$ cat src/rtl/muldiv_hilo.sv
module muldiv_hilo #(
  parameter int W = 32
) (
  input  logic         clk,
  input  logic         rst_n,
  input  logic         start,
  input  logic [1:0]   op,
  input  logic [W-1:0] opa,
  input  logic [W-1:0] opb,
  output logic         busy,
  output logic         done,
  output logic [W-1:0] hi,
  output logic [W-1:0] lo
);
  localparam int CW = $clog2(W);
  localparam logic [1:0] S_IDLE = 2'd0, S_RUN = 2'd1, S_FIX = 2'd2;

  logic [1:0]     st;
  logic [CW-1:0]  cnt;
  logic [W-1:0]   acc_hi, acc_lo, m, dvd;
  logic           is_div, neg_q, neg_r, dz;

  logic           a_neg, b_neg;
  logic [W-1:0]   a_mag, b_mag;
  assign a_neg = op[0] & opa[W-1];
  assign b_neg = op[0] & opb[W-1];
  assign a_mag = a_neg ? -opa : opa;
  assign b_mag = b_neg ? -opb : opb;

  // one shift-and-add or restoring-subtract step
  logic [W:0]     msum, shf;
  logic [W-1:0]   sub;
  logic           ge;
  logic [W-1:0]   nxt_hi, nxt_lo;
  assign msum   = {1'b0, acc_hi} + {1'b0, (acc_lo[0] ? m : {W{1'b0}})};
  assign shf    = {acc_hi, acc_lo[W-1]};
  assign ge     = shf >= {1'b0, m};
  assign sub    = shf[W-1:0] - m;
  assign nxt_hi = is_div ? (ge ? sub : shf[W-1:0]) : msum[W:1];
  assign nxt_lo = is_div ? {acc_lo[W-2:0], ge} : {msum[0], acc_lo[W-1:1]};

  // sign correction
  logic [2*W-1:0] prod, prod_f;
  logic [W-1:0]   quo_f, rem_f, res_hi, res_lo;
  assign prod   = {acc_hi, acc_lo};
  assign prod_f = neg_q ? -prod : prod;
  assign quo_f  = neg_q ? -acc_lo : acc_lo;
  assign rem_f  = neg_r ? -acc_hi : acc_hi;
  assign res_hi = is_div ? (dz ? dvd : rem_f) : prod_f[2*W-1:W];
  assign res_lo = is_div ? (dz ? {W{1'b1}} : quo_f) : prod_f[W-1:0];

  assign busy = (st != S_IDLE);

  always_ff @(posedge clk or negedge rst_n) begin
    if (!rst_n) begin
      st     <= S_IDLE;
      cnt    <= '0;
      acc_hi <= '0;
      acc_lo <= '0;
      m      <= '0;
      dvd    <= '0;
      is_div <= 1'b0;
      neg_q  <= 1'b0;
      neg_r  <= 1'b0;
      dz     <= 1'b0;
      done   <= 1'b0;
      hi     <= '0;
      lo     <= '0;
    end else begin
      done <= 1'b0;
      case (st)
        S_IDLE: if (start) begin
          st     <= S_RUN;
          cnt    <= '0;
          is_div <= op[1];
          neg_q  <= a_neg ^ b_neg;
          neg_r  <= a_neg;
          dz     <= op[1] & (opb == '0);
          dvd    <= opa;
          acc_hi <= '0;
          acc_lo <= op[1] ? a_mag : b_mag;
          m      <= op[1] ? b_mag : a_mag;
        end
        S_RUN: begin
          acc_hi <= nxt_hi;
          acc_lo <= nxt_lo;
          cnt    <= cnt + 1'b1;
          if (cnt == CW'(W - 1)) st <= S_FIX;
        end
        S_FIX: begin
          st   <= S_IDLE;
          done <= 1'b1;
          hi   <= res_hi;
          lo   <= res_lo;
        end
        default: st <= S_IDLE;
      endcase
    end
  end
endmodule

$ cat config.mk
export PLATFORM = sky130hd
export DESIGN_NAME = muldiv_hilo
export DESIGN_NICKNAME = d
export VERILOG_FILES = /design/src/rtl/muldiv_hilo.sv
export SDC_FILE = /design/constraint.sdc
export NUM_CORES = 1
export LEC_CHECK = 0
export BUFFER_PORTS_ARGS = -buffer_cell sky130_fd_sc_hd__buf_4
export CAP_MARGIN = 20
export CORE_ASPECT_RATIO = 1.5
export CORE_MARGIN = 2
export CORE_UTILIZATION = 54
export CTS_CLUSTER_DIAMETER = 120
export DETAILED_ROUTE_END_ITERATION = 8
export GPL_TIMING_DRIVEN = 1
export PLACE_DENSITY = 0.79
export REMOVE_ABC_BUFFERS = 1
export SLEW_MARGIN = 20
export SYNTH_ARGS = -nofsm -noshare
export SYNTH_HDL_FRONTEND = slang
export SYNTH_SLANG_ARGS = --single-unit
$ cat constraint.sdc
create_clock -name clk -period 8.8 [get_ports clk]
set_input_delay 0 -clock clk [delete_from_list [all_inputs] [get_ports clk]]
set_output_delay 0 -clock clk [all_outputs]
set_load 0.03 [all_outputs]
== Word-level counts from Yosys, hierarchy flattened ==
Index checks and enable logic that the tools add are counted.
Widths: inputs -> output; s select.

* Register bits after elaboration: 204
* Output and inout port bits: 66

* $add $sub $neg: 8
* $lt $le $gt $ge: 1
* Equality and inequality tests: 5
* Multiplexer cells: 25
* Bitwise operators: 4
* Reduce and logical (&&, ||, !) cells: 7

{| class="wikitable"
|+ Operators with widths
! kind !! count
|-
| $mux 32 || 16
|-
| $neg 32->32 || 4
|-
| $pmux 32 s2 || 2
|-
| $mux 64 || 1
|-
| $neg 64->64 || 1
|-
| $add 32x32->33 || 1
|-
| $ge 33x32->1 || 1
|-
| $logic_not 32->1 || 1
|-
| $sub 32x32->32 || 1
|-
| $pmux 5 s2 || 1
|-
| $reduce_and 2->1 || 3
|-
| $add 5x1->5 const B || 1
|-
| $eq 5x5->1 const B || 1
|-
| $mux 5 || 1
|-
| $mux 2 || 2
|-
| $ne 2x2->1 const B || 2
|-
| $pmux 2 s2 || 1
|-
| $reduce_bool 2->1 || 2
|-
| $and 1x1->1 || 3
|-
| $eq 2x1->1 const B || 1
|-
| $eq 2x2->1 const B || 1
|-
| $logic_not 2->1 || 1
|-
| $mux 1 || 1
|-
| $xor 1x1->1 || 1
|}

== Logic depth before layout (Yosys ltp) ==
Gate-level depths: netlist of run 1.

* Depth after elaboration: 5
* Depth in mapped cells: 14

== Worst setup path after synthesis of run 1 ==
No wires, ideal clock.

* Path type: reg-to-reg
* From: reg acc_lo[6]
* To: reg hi[6]
* Data arrival time: 3.148 ns
* Data required time: 8.670 ns
* Setup slack: 5.522 ns
* Stages on the path, launching flop included: 10
* Path buffers: 0
* Cells stage by stage: dfrtp_1 or4_4 or4b_4 or3_4 or4_4 or4_1 mux2i_1 a21oi_1 a21oi_1 o21ai_1

* Longest elaborated chain between the ends: 3

{| class="wikitable"
|+ RTL lines
! what !! RTL line !! RTL
|-
| start, declared || 20 || <nowiki>logic [W-1:0] acc_hi, acc_lo, m, dvd;</nowiki>
|-
| start signal, assigned || 81 || <nowiki>acc_lo <= op[1] ? a_mag : b_mag;</nowiki>
|-
| start signal, assigned || 86 || <nowiki>acc_lo <= nxt_lo;</nowiki>
|-
| $neg 64->64 || 46 || <nowiki>assign prod_f = neg_q ? -prod : prod;</nowiki>
|-
| $mux 64 || 46 ||
|-
| $mux 32 || 49 || <nowiki>assign res_hi = is_div ? (dz ? dvd : rem_f) : prod_f[2*W-1:W];</nowiki>
|-
| end signal, assigned || 93 || <nowiki>hi <= res_hi;</nowiki>
|-
| end, declared || 12 || <nowiki>output logic [W-1:0] hi,</nowiki>
|}

No other way between the ends.
A chain may end at the register's enable or synchronous reset.

== Final worst setup path of run 1 ==
* From: reg acc_lo[0]
* To: reg acc_hi[29]

* Longest elaborated chain between the ends: 4

{| class="wikitable"
|+ RTL lines
! what !! RTL line !! RTL
|-
| $mux 32 || 35 || <nowiki>assign msum = {1'b0, acc_hi} + {1'b0, (acc_lo[0] ? m : {W{1'b0}})};</nowiki>
|-
| $add 32x32->33 || 35 ||
|-
| $mux 32 || 39 || <nowiki>assign nxt_hi = is_div ? (ge ? sub : shf[W-1:0]) : msum[W:1];</nowiki>
|-
| $pmux 32 s2 || 71 || <nowiki>case (st)</nowiki>
|-
| end signal, assigned || 85 || <nowiki>acc_hi <= nxt_hi;</nowiki>
|-
| end, declared || 20 ||
|}

No other way between the ends.

==> results.toml, run 1 <==
[grt]
grt_pass1_vias = 16645
grt_max_degree = 84
grt_pass1_wl_mm = 86.7
gr-total-overflow = 0
grtUsageTotal_pct = 33.8
antenna_found_initial = 0

[power]
power.net_switching_w = 0.00383
switching_share_pct = 50.5
clkPwrFrac_pct = 12.9
p_comb_share_pct = 62.2
intPower_w = 0.00375
p_leak_nw = 8.18
ir_worst_vdd_mv = 0.189
powerDensity_nw_per_um2 = 396
p_seq_share_pct = 24.8

[setup_path]
crit_path_end_kind = "flop"
cp_max_fo = 32
reg2reg_to = "acc_hi[29]"
reg2reg_depth = 12
cp-start-kind = "flop"
path_class = "reg -> reg"
required_ns = 9.20
regToRegSetupSlack_ns = 4.86
crit_arrival_ns = 4.34
timing.rr.start = "acc_lo[0]"
critPathLaunch = "acc_lo[0]"

[sta]
grt_setup_unrepaired = "no"
period_minus_slack_ns = 3.94
setup_violations = 0
max_freq_mhz = 254
finalWorstSetupSlack_ns = 4.86
fin_crit_sh_pct = 44.8
tightest_slew_ns = 1.17
skew_ns = 0.0200
tns_ns = 0
slew_viol_final = 0
slew_headroom_pct = 22.0
final_hold_viol_count = 0

[finish]
area_growth_syn_to_layout_pct = 15.3
diodes = 0
nNetsFinal = 2389
stdcell_count = 2663
drive_above_1_share_pct = 9.94
fin_util_pct = 63.2

[clocking]
cts.sinks = 204
ctsLongestPathBuffers = 3
cts-resized-gates = 0
numCtsBuffers = 23
clkSlewWorstSetupHoldPaths_ns = 0.06
cts_tree = "built"
clkLatencyLatePin_ns = 0.54
root_buffer = "clkbuf_16"
htree_levels = 1

[detailed_routing]
ant_nets = 0
drc = 0
first_iter_violations = 1375
vias = 16894
avgRoutedWirePerCell_um = 20.8
dr.pass1.iters = 6
routed_wl_mm = 55.5
viasPerCell = 6.34

[outcome]
outcome = "complete, no violations"

[place]
gp_congestion = 0.976
place_ws_ns = 4.96
placed_cells = 2553
io_buffer_count = 134
hpwlAfterDp_mm = 39.3

[floorplan]
die_w_um = 147
die-area_um2 = 32200
io_pins = 135
start_util_pct = 54.8
core-area_um2 = 30300
die_y_um = 219
placementRows = 78

[yosys]
synth_edf_count = 0
synth-seq-cells = 204
synthXorXnorAreaFrac_pct = 10.0
ys.flop_type = "dfrtp_1"
yosys.area.top_type = "dfrtp_1"
synth_commonest_cells = "nand2_1, o21ai_0, nor2_1, dfrtp_1, a21oi_1"
yosys.area_share.adder_pct = 5.52
synth_top_cells_by_area = "dfrtp_1, nand2_1, o21ai_0"
synth-compound-area-share_pct = 24.4
avgSynthCellArea_um2 = 7.68
synth_cell_types = 71
synth_top_area_share_pct = 30.8
synthMuxAreaShare_pct = 3.95
synth_area_um2 = 16600
synth_simple_gate_area_share_pct = 20.1
yosys_warnings = 0
async_flop_share_pct = 100
synth_top_family_by_area = "compound AO/OA/AOI/OAI gates"
synth.most_common_cell = "nand2_1"
yosysSeqAreaShare_pct = 30.8
syn_inst = 2158

[hold_path]
hold_depth = 5
worstHoldEndpoint = "m[25]"
min_from = "opb[25]"
hold_class = "in -> reg"

[run]
cap_viol_max_count = 0
[sequential cells by signal (all words and copies together) (netlist names)]
register,flops
is_div,1
neg_q,1
acc_hi,32
cnt,5
st,2
dz,1
done,1
acc_lo,32
lo,32
hi,32
neg_r,1
dvd,32
m,32
[metal layers]
layer / vias up / part of all wire (%) / track usage [%]
met3: 238 / 6.6 / 3.86
li1: 7797 / - / -
met1: 8009 / 38 / 39.3
met5: - / 0 / 0
met2: 850 / 49 / 58.6
met4: 0 / 6.9 / 22.2
[cells in the final DEF, fill, tap and decap left out, types with 6 or more instances in the layout]
cell type      synthesis  routed
a211oi_1              29      29
a21o_1                29      29
a21oi_1              191     189
a22oi_1               24      24
a31oi_1               23      23
and2_1                 9       8
buf_4                  0     149
clkbuf_16              0      23
dfrtp_1              204     201
dlygate4sd3_1          0      70
ha_1                  70      70
inv_1                 70      69
mux2i_1               61      61
nand2_1              309     308
nand2b_1              21      20
nand3_1               35      35
nand4_1               17      17
nor2_1               209     207
nor2b_1               14      13
nor3_1                30      30
nor4_1                11      11
o211ai_1              30      30
o21a_1                 7       7
o21ai_0              221     221
o221ai_1               6       6
o22ai_1                7       7
o31ai_1               31      31
o41ai_1               12      12
or2_2                 10      10
or3_1                 27      27
or4_1                 20      20
xnor2_1              103     103
xor2_1                87      87
[worst max-delay path by stage]
stage / endpoint / slack (ns) / cells past startpoint
after floorplan: acc_hi[31] / 4.02 / 9
after global placement: acc_hi[29] / 4.59 / 12
after detailed placement: acc_hi[29] / 4.96 / 12
after CTS: acc_hi[29] / 4.91 / 12
after global routing: acc_hi[29] / 4.53 / 12
final: acc_hi[29] / 4.86 / 12
[power by group through the flow]
| stage | Combinational (W) | Clock, W | Sequential, W |
|---|---|---|---|
| final | 0.00472 | 0.000980 | 0.00188 |
| after global placement | 0.00446 | 0 | 0.00186 |
| after detailed placement | 0.00456 | 0 | 0.00187 |
| after CTS | 0.00462 | 0.000991 | 0.00186 |
| after floorplan | 0.00336 | 0 | 0.00179 |
| after global routing | 0.00518 | 0.00102 | 0.00193 |
[final cells by class]
type                       instances  area, um2
multi-input combinational       1727      10700
fill                            2626      11100
sequential                       204       5110
inverter                          72        270
timing repair buffer             220       1830
tap                              400        500
clock buffer                      30        622
clock inverter                    10        120
[worst max-delay path: stages, from the launching register on]
cell      delay (ns)
dfrtp_1         0.44
inv_2           0.55
nor2_1          0.13
ha_1            0.38
nor2b_1         0.21
o211ai_1        0.12
a31oi_1         0.49
a211oi_1        0.29
o31ai_1         0.58
a211oi_1        0.19
xnor2_1         0.16
o21ai_0         0.14
o21ai_0         0.10
[stage by stage]
stage,power [W],cell area [um2],hold slack [ns]
floorplan,0.00515,16000,-0.296
global placement,0.00632,17700,0.0857
detailed placement,0.00644,17700,0.0899
CTS,0.00747,19100,0.0188
global route,0.00813,19100,0.0652
finish,0.00758,19100,0.0513
[timing repair]
item | in CTS | in global routing
buffers inserted | 0 | 0
endpoints found under the hold margin | 160 | 0
hold buffers | 70 | 0
[kinds of logic (layout without fill, tap and decap cells)]
family	after synthesis	count (layout)
buffers and inverters	227	332
XOR/XNOR	190	190
AO/OA/AOI/OAI	663	663
AND/OR/NAND/NOR	737	737
flip-flops	204	204
adder cells (fa/ha/maj)	72	72
multiplexers	65	65
(Power assumes the default switching activity.)
==> run 2, diff against run 1 <==
Clock period 8.8 ns to 3.95 ns, I/O delays scaled along.
==> run 2 against run 1 <==
  * Power is 130% higher
  * Global-route usage rose by 0.98 points
  * Clock skew fell by 0.0064 ns
  * Cell count increased by 1.4%
  * Critical endpoint is now acc_hi[31]
  * Sequential power grew 110%
  * Design area is 1.9% higher
  * Core utilization rose by 1.2 points
  * Critical path type unchanged
  * Fmax increased by 5.6%
  * Register-to-register slack got worse by 4.6 ns
  * Sequential cell count unchanged
  * Sequential share of layout area down 0.50 points
==> results.toml, run 2 (synthesized netlist as in run 1, its figures left out) <==
[floorplan]
placementRows = 78
die-area_um2 = 32200
die_w_um = 147
die_y_um = 219
core-area_um2 = 30300
start_util_pct = 54.8
io_pins = 135

[detailed_routing]
ant_nets = 0
drc = 0
viasPerCell = 6.29
dr.pass1.iters = 6
routed_wl_mm = 57.2
avgRoutedWirePerCell_um = 21.2
first_iter_violations = 1274
vias = 16974

[sta]
tightest_slew_ns = 1.07
fin_crit_sh_pct = 94.4
grt_setup_unrepaired = "no"
setup_violations = 0
skew_ns = 0.0136
max_freq_mhz = 268
slew_headroom_pct = 28.8
slew_viol_final = 0
period_minus_slack_ns = 3.73
final_hold_viol_count = 0

[setup_path]
path_class = "reg -> reg"
required_ns = 4.41
cp-start-kind = "flop"
cp_max_fo = 6
crit_path_end_kind = "flop"
crit_arrival_ns = 4.19
reg2reg_depth = 11

[finish]
area_growth_syn_to_layout_pct = 17.5
drive_above_1_share_pct = 11.6
nNetsFinal = 2425
final_common_cell = "nand2_1"
fin_util_pct = 64.4
diodes = 0
most-common-layout-cells = "nand2_1, o21ai_0, nor2_1"
final_cell_area_um2 = 19500

[clocking]
numCtsBuffers = 22
clkLatencyLatePin_ns = 0.53
root_buffer = "clkbuf_16"
cts.sinks = 204
ctsLongestPathBuffers = 3
htree_levels = 1
cts_tree = "built"
cts_setup_buffers = 0
clkSlewWorstSetupHoldPaths_ns = 0.07

[grt]
grt_pass1_wl_mm = 89.1
antenna_found_initial = 0
gr-total-overflow = 0
grtUsageTotal_pct = 34.8
grt_pass1_vias = 16962
grt_max_degree = 102

[run]
cap_viol_max_count = 0

[hold_path]
hold_depth = 4
hold_class = "in -> reg"

[place]
gp_congestion = 0.996
io_buffer_count = 134
placed_cell_area_um2 = 18000
hpwlAfterDp_mm = 41.7

[power]
ir_worst_vdd_mv = 0.444
powerDensity_nw_per_um2 = 897
p_leak_nw = 8.42

[outcome]
outcome = "complete, no violations"
run 2: cell types whose count changed in the layout (fill, tap and decap cells not counted), sizes merged:
| cell | delta |
|---|---|
| dlygate4sd3 | -5 |
| bufinv | +5 |
| clkinv | -3 |
| clkbuf | -3 |
| buf | +42 |
run 2: worst paths after layout:
check	startpoint	endpoint	slack [ns]
min in group asynchronous	rst_n	m[0]	0.03
max reg2reg	acc_hi[0]	acc_hi[31]	0.22
max in group asynchronous	rst_n	acc_hi[23]	2.77
min	opb[5]	m[5]	0.02
min reg2reg	hi[2]	hi[2]	0.48
max	acc_hi[0]	acc_hi[31]	0.22
run 2: routing by layer:
layer / share of wire (%) / track usage (%)
met5: 0 / 0
met4: 7.1 / 23.2
met1: 38 / 40.3
met2: 49 / 60.9
met3: 5.8 / 3.19
run 2: critical path, cell delays in order, from the launching register on:
cell and delay (ns):
dfrtp_1 0.48, buf_4 0.21, ha_1 0.32, nor2b_1 0.15, o211ai_1 0.20, a31o_2 0.24
a21oi_1 0.18, o311ai_0 0.77, a21oi_1 0.20, o21a_1 0.20, o311ai_0 0.47, a32o_1 0.24
run 2: layout make-up:
class                   instances  area, um2
clock buffers                  27        601
repair buffers                257       2100
fillers                      2593      10800
multi-input cells            1727      10700
inverters                      72        270
clock inverters                12        240
flip-flops and latches        204       5110
well taps                     400        500
run 2: power breakdown:
group          total (W)  internal [W]  switching [W]
Clock            0.00246       0.00154       0.000924
Sequential       0.00396       0.00290        0.00106
Combinational     0.0111       0.00444        0.00661
Total             0.0175       0.00888        0.00859
run 2: timing repair:
item	CTS	global route
hold buffers	65	0
resized for setup	0	1
hold endpoints to repair	157	0
setup endpoints to repair	0	1
run 2: per-stage QoR:
step | instances | total power [W] | worst slack [ns] | hold WS, ns | setup TNS (ns)
2_1_floorplan | 2003 | 0.0115 | -0.833 | -0.296 | -15.94
3_3_place_gp | 2595 | 0.0144 | 0.254 | 0.0530 | 0
3_5_place_dp | 2595 | 0.0146 | 0.187 | 0.0550 | 0
4_1_cts | 2699 | 0.0172 | 0.144 | 0.00189 | 0
5_1_grt | 2699 | 0.0187 | 0.0245 | 0.0589 | 0
6_report | 2699 | 0.0175 | 0.220 | 0.0194 | 0
==> run 3, diff against run 2 <==
Settings changed: CTS_BUF_LIST set to sky130_fd_sc_hd__clkbuf_2.
==> run 3 against run 2 <==
  * Register-to-register slack gained 0.02 ns
  * Design area is 4.8% higher
  * Count of clock-buffer cells in the layout is 44 higher
  * Power fell by 3.1%
  * Via count up 7.0%
  * Fmax down 4.2%
  * Non-clock buffer count grew 125
  * First-iteration DRC count grew 39%
  * Sequential share of layout area down 1.2 points
  * Wire length grew 7.3%
  * Largest cell class unchanged
==> results.toml, run 3 (synthesized netlist as in run 1, its figures left out) <==
[sta]
slew_viol_final = 0
period_minus_slack_ns = 3.89
max_freq_mhz = 257
tns_ns = 0
grt_setup_unrepaired = "yes"
fin_crit_sh_pct = 98.6
slew_headroom_pct = 26.8
tightest_slew_ns = 1.10
finalWorstSetupSlack_ns = 0.0563
setup_violations = 0
final_hold_viol_count = 0
skew_ns = 0.127

[floorplan]
die_y_um = 219
placementRows = 78
die_w_um = 147
start_util_pct = 54.8
core-area_um2 = 30300
io_pins = 135
die-area_um2 = 32200

[power]
powerDensity_nw_per_um2 = 829
p_leak_nw = 8.84
p_comb_share_pct = 67.1
total_power_w = 0.0169
clkPwrFrac_pct = 9.5
switching_share_pct = 51.8
p_seq_share_pct = 23.4
power.net_switching_w = 0.00877
intPower_w = 0.00816
ir_worst_vdd_mv = 0.359

[clocking]
cts_tree = "built"
htree_levels = 2
clkLatencyLatePin_ns = 0.98
cts.sinks = 204
ctsLongestPathBuffers = 3
numCtsBuffers = 51
root_buffer = "clkbuf_2"
clkSlewWorstSetupHoldPaths_ns = 0.13

[setup_path]
crit_path_end_kind = "flop"
path_buf_inv = 6
path_cells = "dlygate4sd3_1, buf_4, or4_1, or3_1, nor3_1, buf_4, nand3_2, o41ai_2, xor2_1, dlygate4sd3_1, a21oi_1, dlygate4sd3_1, a21o_1, dlygate4sd3_1"
reg2reg_depth = 11
required_ns = 4.71
cp-start-kind = "input pin"
cpMostUsedCell = "dlygate4sd3_1"
cp_top_family = "buffers and inverters"
crit_arrival_ns = 4.65
max_stage_delay_ns = 0.59
path_class = "in -> reg"
critPathSlowestCell = "dlygate4sd3_1"
crit_cells = 14
cp_max_fo = 6

[finish]
fillCellCount = 2437
most-common-layout-cells = "nand2_1, o21ai_0, nor2_1"
area_growth_syn_to_layout_pct = 23.2
fin_util_pct = 67.5
nNetsFinal = 2579
final_common_cell = "nand2_1"
drive_above_1_share_pct = 12.7

[run]
cap_viol_max_count = 0

[detailed_routing]
ant_nets = 0
viasPerCell = 6.30
avgRoutedWirePerCell_um = 21.3
vias = 18161
routed_wl_mm = 61.4
drc = 0
first_iter_violations = 1765
dr.pass1.iters = 8

[place]
gp_congestion = 0.996
hpwlAfterDp_mm = 41.7
io_buffer_count = 134
place_ws_ns = 0.187

[grt]
antenna_found_initial = 2
grt_pass1_wl_mm = 95.8
grt_max_degree = 102
gr-total-overflow = 0
grtUsageTotal_pct = 37.4
grt_pass1_vias = 18471

[hold_path]
hold_class = "in -> reg"
hold_depth = 4

[outcome]
outcome = "complete, no violations"
[run 3: layer usage]
metal	vias up	wire (um)	global-route usage, %
li1	8210	-	-
met3	355	4530	5.91
met1	8561	22100	41.5
met2	1035	29600	63.8
met4	0	5190	29.5
met5	-	0	0
[run 3: power by group through the flow]
stage                     clock network (W)  logic, W  registers (W)
after detailed placement                  0    0.0107        0.00394
final                               0.00161    0.0114        0.00396
after CTS                           0.00160    0.0110        0.00390
after global placement                    0    0.0105        0.00389
after global routing                0.00172    0.0124        0.00404
after floorplan                           0   0.00748        0.00399
[run 3: final cells by class]
class	count	area [um2]	area share (%)
sequential	204	5110	25.0
clock inverter	23	145	0.711
antenna	2	5.00	0.0245
clock buffer	71	355	1.74
multi-input combinational	1727	10700	52.3
tap	400	500	2.45
timing repair buffer	382	3360	16.5
inverter	72	270	1.32
[run 3: final timing paths]
kind | startpoint | end | slack (ns)
worst min register to register | hi[2] | hi[2] | 0.49
min in group asynchronous | rst_n | st[1] | 0.25
worst max register to register | acc_hi[0] | hi[30] | 0.24
worst min-delay path | opa[1] | dvd[1] | 0.09
worst max-delay path | opb[5] | acc_lo[27] | 0.06
max in group asynchronous | rst_n | dvd[14] | 3.04
[run 3: worst register-to-register path, cell delays in order (launching register included)]
cell	delay, ns
dfrtp_1	0.51
buf_4	0.22
inv_1	0.06
ha_1	0.15
nor3b_2	0.32
nand3_1	0.34
or4b_2	0.80
or4_1	0.48
o21ai_0	0.24
xnor2_1	0.15
o21ai_0	0.09
o21ai_0	0.22
[run 3: what timing repair did]
item	in CTS	in global routing
gates resized for setup	0	4
setup endpoints to repair	0	6
buffers inserted	0	2
endpoints found under the hold margin	314	0
hold buffers	188	0
[run 3: stage by stage]
step           instances  area [um2]  hold WS (ns)
6_report            2881       20400        0.0933
3_5_place_dp        2595       18000        0.0550
4_1_cts             2877       20400       0.00242
5_1_grt             2881       20400         0.101
2_1_floorplan       2003       16000        -0.296
3_3_place_gp        2595       18000        0.0530
